### src/rtl/dpot_pkg.sv
package dpot_pkg;

   typedef enum logic [3:0] {
      OP_RD_WIPER  = 4'h1,
      OP_WR_WIPER  = 4'h2,
      OP_RD_PRESET = 4'h3,
      OP_WR_PRESET = 4'h4,
      OP_LOAD      = 4'h5,
      OP_SAVE      = 4'h6
   } dpot_op_e;

   typedef struct packed {
      logic [3:0] op;
      logic [1:0] ch;
      logic [1:0] slot;
   } dpot_cmd_t;

   localparam int FRAME_W = 8;

endpackage

### src/rtl/dpot_spi_port.sv
module dpot_spi_port #(
   parameter int FRAME_W = 8,
   parameter int FRAMES  = 2
) (
   input  logic               clk,
   input  logic               rst_n,
   input  logic               en,
   input  logic               sck,
   input  logic               cs_n,
   input  logic               mosi,
   output logic               frame_stb,
   output logic               frame_second,
   output logic [FRAME_W-1:0] frame_data,
   input  logic               tx_load,
   input  logic [FRAME_W-1:0] tx_byte,
   output logic               miso,
   output logic               miso_oe
);
   localparam int BITS  = FRAME_W * FRAMES;
   localparam int CNT_W = $clog2(BITS + 1);
   localparam int POS_W = $clog2(FRAME_W);

   logic [2:0]         sck_sr;
   logic [1:0]         cs_sr;
   logic [1:0]         mosi_sr;
   logic [CNT_W-1:0]   bit_cnt;
   logic [FRAME_W-1:0] rx_sh;
   logic [FRAME_W-1:0] tx_sh;
   logic               so_q;
   logic               cs_act;
   logic               sck_rise;
   logic               sck_fall;
   logic [FRAME_W-1:0] rx_next;

   always_ff @(posedge clk or negedge rst_n) begin
      if (!rst_n) begin
         sck_sr  <= '0;
         cs_sr   <= '1;
         mosi_sr <= '0;
      end else begin
         sck_sr  <= {sck_sr[1:0], sck};
         cs_sr   <= {cs_sr[0], cs_n};
         mosi_sr <= {mosi_sr[0], mosi};
      end
   end

   assign cs_act   = ~cs_sr[1] & en;
   assign sck_rise = sck_sr[1] & ~sck_sr[2];
   assign sck_fall = ~sck_sr[1] & sck_sr[2];
   assign rx_next  = {rx_sh[FRAME_W-2:0], mosi_sr[1]};

   always_ff @(posedge clk or negedge rst_n) begin
      if (!rst_n) begin
         bit_cnt      <= '0;
         rx_sh        <= '0;
         tx_sh        <= '0;
         so_q         <= 1'b0;
         frame_stb    <= 1'b0;
         frame_second <= 1'b0;
         frame_data   <= '0;
      end else begin
         frame_stb <= 1'b0;
         if (!cs_act) begin
            bit_cnt <= '0;
            tx_sh   <= '0;
            so_q    <= 1'b0;
         end else begin
            if (sck_rise && (bit_cnt < CNT_W'(BITS))) begin
               rx_sh   <= rx_next;
               bit_cnt <= bit_cnt + 1'b1;
               if (bit_cnt[POS_W-1:0] == POS_W'(FRAME_W - 1)) begin
                  frame_stb    <= 1'b1;
                  frame_second <= (bit_cnt >= CNT_W'(FRAME_W));
                  frame_data   <= rx_next;
               end
            end
            if (tx_load) begin
               tx_sh <= tx_byte;
            end else if (sck_fall) begin
               so_q  <= tx_sh[FRAME_W-1];
               tx_sh <= {tx_sh[FRAME_W-2:0], 1'b0};
            end
         end
      end
   end

   assign miso    = so_q;
   assign miso_oe = ~cs_sr[1];

   // once select drops away, no frame may complete
   a_r9_no_frame_when_idle: assert property (@(posedge clk) disable iff (!rst_n)
      !cs_act |=> !frame_stb);

endmodule

### src/rtl/dpot_tap_decode.sv
module dpot_tap_decode #(
   parameter int CODE_W = 6,
   parameter int STYLE  = 0,
   localparam int TAPS  = 2 ** CODE_W
) (
   input  logic [CODE_W-1:0] code,
   output logic [TAPS-1:0]   taps
);
   generate
      if (STYLE == 0) begin : g_shift
         assign taps = TAPS'(1) << code;
      end else begin : g_compare
         for (genvar k = 0; k < TAPS; k++) begin : g_tap
            assign taps[k] = (code == CODE_W'(k));
         end
      end
   endgenerate
endmodule

### src/rtl/dpot_bank.sv
module dpot_bank
   import dpot_pkg::*;
#(
   parameter int NUM_CH      = 4,
   parameter int NUM_PRESET  = 4,
   parameter int WIPER_W     = 6,
   parameter int BUSY_CYCLES = 500,
   parameter logic [NUM_CH*NUM_PRESET*WIPER_W-1:0] PRESET_POR = '0
) (
   input  logic                        clk,
   input  logic                        rst_n,
   input  logic                        wp,
   input  logic                        frame_stb,
   input  logic                        frame_second,
   input  logic [FRAME_W-1:0]          frame_data,
   output logic                        ready,
   output logic                        tx_load,
   output logic [FRAME_W-1:0]          tx_byte,
   output logic [NUM_CH*WIPER_W-1:0]   wipers
);
   localparam int SLOTS  = NUM_CH * NUM_PRESET;
   localparam int RC_W   = $clog2(NUM_CH + 1);
   localparam int BUSY_W = $clog2(BUSY_CYCLES + 1);

   logic [SLOTS*WIPER_W-1:0]  preset_q = PRESET_POR;
   logic [NUM_CH*WIPER_W-1:0] wiper_q;
   logic [RC_W-1:0]           recall_cnt;
   logic [BUSY_W-1:0]         busy_cnt;
   logic                      busy;
   dpot_cmd_t                 cmd_now, cmd_q, cur;

   logic               wiper_we, preset_we, busy_start;
   logic [WIPER_W-1:0] wiper_wd, preset_wd;
   logic [WIPER_W-1:0] cur_wiper, cur_preset;
   logic               take;

   assign ready   = (recall_cnt == RC_W'(NUM_CH));
   assign busy    = (busy_cnt != '0);
   assign cmd_now = dpot_cmd_t'(frame_data);
   assign cur     = frame_second ? cmd_q : cmd_now;
   assign take    = frame_stb && ready;

   assign cur_wiper  = wiper_q[int'(cur.ch)*WIPER_W +: WIPER_W];
   assign cur_preset = preset_q[(int'(cur.ch)*NUM_PRESET + int'(cur.slot))*WIPER_W +: WIPER_W];

   always_comb begin
      wiper_we   = 1'b0;
      preset_we  = 1'b0;
      busy_start = 1'b0;
      wiper_wd   = cur_preset;
      preset_wd  = cur_wiper;
      tx_load    = 1'b0;
      tx_byte    = '0;
      if (take && !frame_second) begin
         case (cur.op)
            OP_RD_WIPER: begin
               tx_load = 1'b1;
               tx_byte = FRAME_W'(cur_wiper);
            end
            OP_RD_PRESET: begin
               tx_load = 1'b1;
               tx_byte = busy ? '0 : FRAME_W'(cur_preset);
            end
            OP_LOAD: wiper_we = !busy;
            OP_SAVE: begin
               preset_we  = !busy && !wp;
               busy_start = !busy && !wp;
            end
            default: ;
         endcase
      end else if (take && frame_second) begin
         case (cur.op)
            OP_WR_WIPER: begin
               wiper_we = 1'b1;
               wiper_wd = frame_data[WIPER_W-1:0];
            end
            OP_WR_PRESET: begin
               preset_we  = !busy && !wp;
               busy_start = !busy && !wp;
               preset_wd  = frame_data[WIPER_W-1:0];
            end
            default: ;
         endcase
      end
   end

   always_ff @(posedge clk or negedge rst_n) begin
      if (!rst_n) begin
         recall_cnt <= '0;
         wiper_q    <= '0;
         busy_cnt   <= '0;
         cmd_q      <= '0;
      end else begin
         if (!ready) begin
            wiper_q[int'(recall_cnt)*WIPER_W +: WIPER_W] <=
               preset_q[int'(recall_cnt)*NUM_PRESET*WIPER_W +: WIPER_W];
            recall_cnt <= recall_cnt + 1'b1;
         end else if (wiper_we) begin
            wiper_q[int'(cur.ch)*WIPER_W +: WIPER_W] <= wiper_wd;
         end
         if (busy_start)
            busy_cnt <= BUSY_W'(BUSY_CYCLES);
         else if (busy)
            busy_cnt <= busy_cnt - 1'b1;
         if (frame_stb && !frame_second)
            cmd_q <= cmd_now;
      end
   end

   // preset cells carry no reset so that they survive the recall
   always_ff @(posedge clk) begin
      if (preset_we)
         preset_q[(int'(cur.ch)*NUM_PRESET + int'(cur.slot))*WIPER_W +: WIPER_W] <= preset_wd;
   end

   assign wipers = wiper_q;

   // a protected store leaves the preset cells untouched
   a_r7_wp_blocks_store: assert property (@(posedge clk) disable iff (!rst_n)
      (take && wp && ((!frame_second && cmd_now.op == OP_SAVE) ||
                      (frame_second && cmd_q.op == OP_WR_PRESET)))
      |=> $stable(preset_q));

   // preset traffic inside the busy window changes no state
   a_r8_busy_ignores: assert property (@(posedge clk) disable iff (!rst_n)
      (take && busy && ((!frame_second && (cmd_now.op == OP_SAVE || cmd_now.op == OP_LOAD)) ||
                        (frame_second && cmd_q.op == OP_WR_PRESET)))
      |=> ($stable(preset_q) && $stable(wiper_q)));

   // an unprotected store outside the window opens a new one
   a_r8_busy_starts: assert property (@(posedge clk) disable iff (!rst_n)
      (take && !busy && !wp && !frame_second && cmd_now.op == OP_SAVE)
      |=> (busy_cnt == BUSY_W'(BUSY_CYCLES)));

endmodule

### src/rtl/dpot_quad_ctrl.sv
module dpot_quad_ctrl
   import dpot_pkg::*;
#(
   parameter int NUM_CH       = 4,
   parameter int NUM_PRESET   = 4,
   parameter int WIPER_W      = 6,
   parameter int BUSY_CYCLES  = 500,
   parameter int DECODE_STYLE = 0,
   parameter logic [NUM_CH*NUM_PRESET*WIPER_W-1:0] PRESET_POR = '0,
   localparam int TAPS = 2 ** WIPER_W
) (
   input  logic                   clk,
   input  logic                   rst_n,
   input  logic                   spi_sck,
   input  logic                   spi_cs_n,
   input  logic                   spi_mosi,
   output logic                   spi_miso,
   output logic                   spi_miso_oe,
   input  logic                   wp,
   output logic [NUM_CH*TAPS-1:0] tap_sel
);
   generate
      if (NUM_CH != 4) begin : g_bad_ch
         $error("command layout addresses exactly four channels");
      end
      if (NUM_PRESET != 4) begin : g_bad_slots
         $error("command layout addresses exactly four preset slots");
      end
      if (WIPER_W < 1 || WIPER_W > FRAME_W) begin : g_bad_width
         $error("wiper code must fit in one data byte");
      end
      if (BUSY_CYCLES < 1) begin : g_bad_busy
         $error("busy window must be at least one cycle");
      end
      if (DECODE_STYLE != 0 && DECODE_STYLE != 1) begin : g_bad_style
         $error("decode style is 0 (shift) or 1 (compare)");
      end
   endgenerate

   logic [1:0]                wp_sr;
   logic                      ready;
   logic                      frame_stb, frame_second;
   logic [FRAME_W-1:0]        frame_data;
   logic                      tx_load;
   logic [FRAME_W-1:0]        tx_byte;
   logic [NUM_CH*WIPER_W-1:0] wipers;

   always_ff @(posedge clk or negedge rst_n) begin
      if (!rst_n) wp_sr <= '0;
      else        wp_sr <= {wp_sr[0], wp};
   end

   dpot_spi_port #(.FRAME_W(FRAME_W), .FRAMES(2)) u_port (
      .clk         (clk),
      .rst_n       (rst_n),
      .en          (ready),
      .sck         (spi_sck),
      .cs_n        (spi_cs_n),
      .mosi        (spi_mosi),
      .frame_stb   (frame_stb),
      .frame_second(frame_second),
      .frame_data  (frame_data),
      .tx_load     (tx_load),
      .tx_byte     (tx_byte),
      .miso        (spi_miso),
      .miso_oe     (spi_miso_oe)
   );

   dpot_bank #(
      .NUM_CH     (NUM_CH),
      .NUM_PRESET (NUM_PRESET),
      .WIPER_W    (WIPER_W),
      .BUSY_CYCLES(BUSY_CYCLES),
      .PRESET_POR (PRESET_POR)
   ) u_bank (
      .clk         (clk),
      .rst_n       (rst_n),
      .wp          (wp_sr[1]),
      .frame_stb   (frame_stb),
      .frame_second(frame_second),
      .frame_data  (frame_data),
      .ready       (ready),
      .tx_load     (tx_load),
      .tx_byte     (tx_byte),
      .wipers      (wipers)
   );

   for (genvar c = 0; c < NUM_CH; c++) begin : g_ch
      dpot_tap_decode #(.CODE_W(WIPER_W), .STYLE(DECODE_STYLE)) u_dec (
         .code(wipers[c*WIPER_W +: WIPER_W]),
         .taps(tap_sel[c*TAPS +: TAPS])
      );
   end

   // no command frame reaches the bank while the recall runs
   a_r4_no_cmd_in_recall: assert property (@(posedge clk) disable iff (!rst_n)
      !ready |-> !frame_stb);

   // the pad driver is released while select is high
   a_r9_oe_follows_cs: assert property (@(posedge clk) disable iff (!rst_n)
      ($past(spi_cs_n) && $past(spi_cs_n, 2)) |-> !spi_miso_oe);

endmodule

### config.mk
export PLATFORM = sky130hd
export DESIGN_NAME = dpot_quad_ctrl
export DESIGN_NICKNAME = d
export VERILOG_FILES = /design/src/rtl/dpot_pkg.sv /design/src/rtl/dpot_spi_port.sv /design/src/rtl/dpot_tap_decode.sv /design/src/rtl/dpot_bank.sv /design/src/rtl/dpot_quad_ctrl.sv
export SDC_FILE = /design/constraint.sdc
export NUM_CORES = 1
export LEC_CHECK = 0
export ABC_AREA = 1
export BUFFER_PORTS_ARGS = -buffer_cell sky130_fd_sc_hd__buf_2
export CORE_AREA = 2 2 146 205
export DETAILED_ROUTE_END_ITERATION = 16
export DIE_AREA = 0 0 148 207
export PLACE_DENSITY = 0.77
export SYNTH_ARGS = -nofsm -noshare
export SYNTH_HDL_FRONTEND = slang
export SYNTH_SLANG_ARGS = --single-unit
export TNS_END_PERCENT = 50
### constraint.sdc
create_clock -name clk -period 4.52 [get_ports clk]
set_input_delay 0.904 -clock clk [delete_from_list [all_inputs] [get_ports clk]]
set_output_delay 0.904 -clock clk [all_outputs]
set_load 0.02 [all_outputs]
==> flow_summary.ini <==
[yosys]
synth_edf_count = 96
synth_fp_nets = 2374
syn-instance-count = 2342
synth.cell_area_um2 = 14810
ys.flop_type = edfxtp_1
yosysUniqueCellTypes = 52
ys_ff_latch = 180
yosys_warnings = 0
ys_seq_area_frac = 0.3367
async_flop_share = 0.4667
avgSynthCellArea_um2 = 6.325

[final_layout]
final_cells = 2919
nNetsFinal = 2558
fillers = 2890
area_growth_pct = 14.33
drive_gt1_frac = 0.1560
multi_input_area_um2 = 8441
ff_latch_area_um2 = 4987
antenna_cells_inserted = 0

[cts]
cts_buffers = 17
postCtsSetupBuffers = 0
h-tree-depth = 4
clock_latency_ns = 0.47
clockBufferDepth = 2
clkTransAtPathRegs_ns = 0.07
root_buffer = clkbuf_16
cts_tree = yes
cts_sinks = 180
cts_resized = 0
cts_hold_buf = 0

[critical_path]
reg2reg_slack_ns = 0.43
critPathLaunchType = flop
critPathLaunch = u_port.frame_second
path_class = flop to flop
end_kind = flop
required_ns = 4.67
crit_fanout = 17
reg2reg_from = u_port.frame_second
critPathArrivalTime_ns = 4.24

[grt]
use_met3 = 0.06410
antenna_found_initial = 0
grt-ovfl-total = 0
grt_pass1_vias = 15980
grt_max_degree = 85
top_usage_layer = met2
grt_usage = 0.3856
use_met2 = 0.6667
grt_pass1_wl_mm = 90.84
gr-usage-met1 = 0.4149

[timing]
tns_ns = 0
worst_slew_pin_slew_ns = 1.096
hold_viol_final = 0
layout_min_cycle_time_ns = 4.092
rsz0062_at_grt = no
finalSetupViolCount = 0
drv_slew = 0
fmax_mhz = 244.4
fin_crit_sh = 0.9054
finClkSkew_ns = 0.01772
relSlewSlack = 0.2695

[place]
portBuffers = 263
finalWeightedCongestion = 1.031
place_hpwl_mm = 47.50
dp.cells = 2887

[route]
first_pass_iters = 7
wl_per_cell_um = 20.76
vias_per_cell = 5.953
drt_iter0_drc = 1637
ant_nets = 0
drc = 0
vias = 17380
wirelength_mm = 60.60

[die]
io_pins = 264
dieArea_um2 = 30640
dieWidth_um = 148
core.rowCount = 74
die_h_um = 207
core_um2 = 28890
initial_core_util = 0.5128

[power_and_ir_drop]
irDropWorstVdd_mv = 0.3207
powerDensity_nw_per_um2 = 196.7
p_leak_nw = 8.052
fin_total_pwr_mw = 3.331

[status]
status = finished, final reports clean

[min_path]
hold_class = flop to flop
hold_start = u_port.sck_sr[0]

[job]
maxCapViolCount = 0
[cell families (layout without fill, tap and decap cells)]
| logic type | count (synthesis) | in the layout | synth area share |
|---|---|---|---|
| AOI/OAI and AO/OA | 257 | 257 | 0.09883 |
| and+or+nand+nor | 1528 | 1528 | 0.4445 |
| buffers and inverters | 345 | 542 | 0.09350 |
| xor gates and xnor gates | 6 | 6 | 0.003548 |
| DFF | 180 | 180 | 0.3367 |
| adders and majority gates | 26 | 26 | 0.02298 |
[report_power, final]
group / switching (mW) / total (mW) / internal, mW / leakage, nW
combinational: 0.0363 / 0.0479 / 0.0116 / 5.96
sequential: 0.0119 / 1.75 / 1.73 / 1.80
clock: 0.725 / 1.54 / 0.813 / 0.295
total: 0.773 / 3.33 / 2.56 / 8.05
[state kept, by name, indices dropped and copies added, names as in the netlist]
register             flops
u_port.frame_stb         1
u_port.miso              1
u_port.frame_second      1
wp_sr                    2
u_bank.busy_cnt          9
u_bank.recall_cnt        3
u_port.tx_sh             8
u_port.bit_cnt           5
u_bank.wipers           24
u_port.mosi_sr           2
u_port.frame_data        8
u_port.cs_sr             2
u_bank.cmd_q             8
u_port.rx_sh             7
u_port.sck_sr            3
u_bank.preset_q         96
[Yosys cell counts (4+ instances only)]
cell type	n	share of area
buf_1	27	0.0068
edfxtp_1	96	0.19
nor2_2	8	0.0034
a21oi_1	69	0.023
o21ai_1	32	0.011
xor2_1	4	0.0024
o31ai_1	4	0.0020
dfrtp_1	82	0.14
inv_2	11	0.0028
nand3_2	4	0.0027
ha_1	24	0.020
nand3b_1	6	0.0030
inv_1	177	0.045
a22oi_1	11	0.0056
a31oi_1	5	0.0021
nor4_1	4	0.0017
clkbuf_1	92	0.023
nor3_1	55	0.019
o21ai_0	89	0.030
nor2_1	518	0.13
nand2_2	7	0.0030
buf_2	18	0.0061
buf_6	6	0.0046
o211ai_1	5	0.0025
o21ai_2	6	0.0035
nand4_1	98	0.041
nand2_1	518	0.13
clkinv_1	8	0.0020
buf_4	6	0.0030
nand3_1	299	0.10
o22ai_1	20	0.0084
[worst max-delay path: stages (launching register included)]
cell and delay, ns:
dfrtp_1 0.39, buf_4 0.20, o21ai_1 0.22, inv_2 0.10, ha_1 0.31, ha_1 0.23
fa_1 0.54, inv_1 0.07, nand3_1 0.11, nor2_1 0.09, ha_1 0.45, inv_1 0.16
nor2_1 0.25, nand4_1 0.13, buf_4 0.23, o22ai_1 0.29
[per-layer routing]
| layer | up-vias | part of all wire |
|---|---|---|
| met5 | - | 0 |
| met1 | 7998 | 0.34 |
| met3 | 261 | 0.074 |
| met4 | 0 | 0.092 |
| met2 | 968 | 0.49 |
| li1 | 8150 | - |
[cell type report]
| type | instances | share of cell area |
|---|---|---|
| inverters | 196 | 0.04344 |
| multi-input cells | 1817 | 0.4984 |
| well taps | 380 | 0.02807 |
| flip-flops and latches | 180 | 0.2945 |
| repair buffers | 314 | 0.1005 |
| clock inverters | 12 | 0.008200 |
| clock buffers | 20 | 0.02697 |
[placed cells by master (no fill, tap or decap), types with 20 or more instances in the layout]
cell type,n
nand2_1,518
nor2_1,518
nand3_1,299
buf_2,262
inv_1,177
nand4_1,98
edfxtp_1,96
o21ai_0,88
dfrtp_1,82
a21oi_1,69
nor3_1,55
buf_4,52
o21ai_1,33
ha_1,24
o22ai_1,20
[worst paths after layout]
| check | to | cells past startpoint |
|---|---|---|
| min | u_port.sck_sr[1] | 0 |
| min in group asynchronous | u_bank.cmd_q[5] | 1 |
| max in group asynchronous | u_bank.wipers[1] | 1 |
| max reg2reg | u_bank.preset_q[37] | 15 |
| max | u_bank.preset_q[37] | 15 |
| min reg2reg | u_port.sck_sr[1] | 0 |
[stage by stage]
stage	util	cell area [µm²]	setup WS [ns]	hold WS [ns]
after floorplan	-	14810	0.03204	0.3312
after global routing	0.5863	16940	0.1169	0.3654
after detailed placement	0.5657	16340	0.4748	0.3395
after global placement	0.5657	16340	0.5637	0.3345
after CTS	0.5863	16940	0.4572	0.3553
final	0.5863	16940	0.4277	0.3556
No activity file was read; power rests on OpenSTA's default activity.
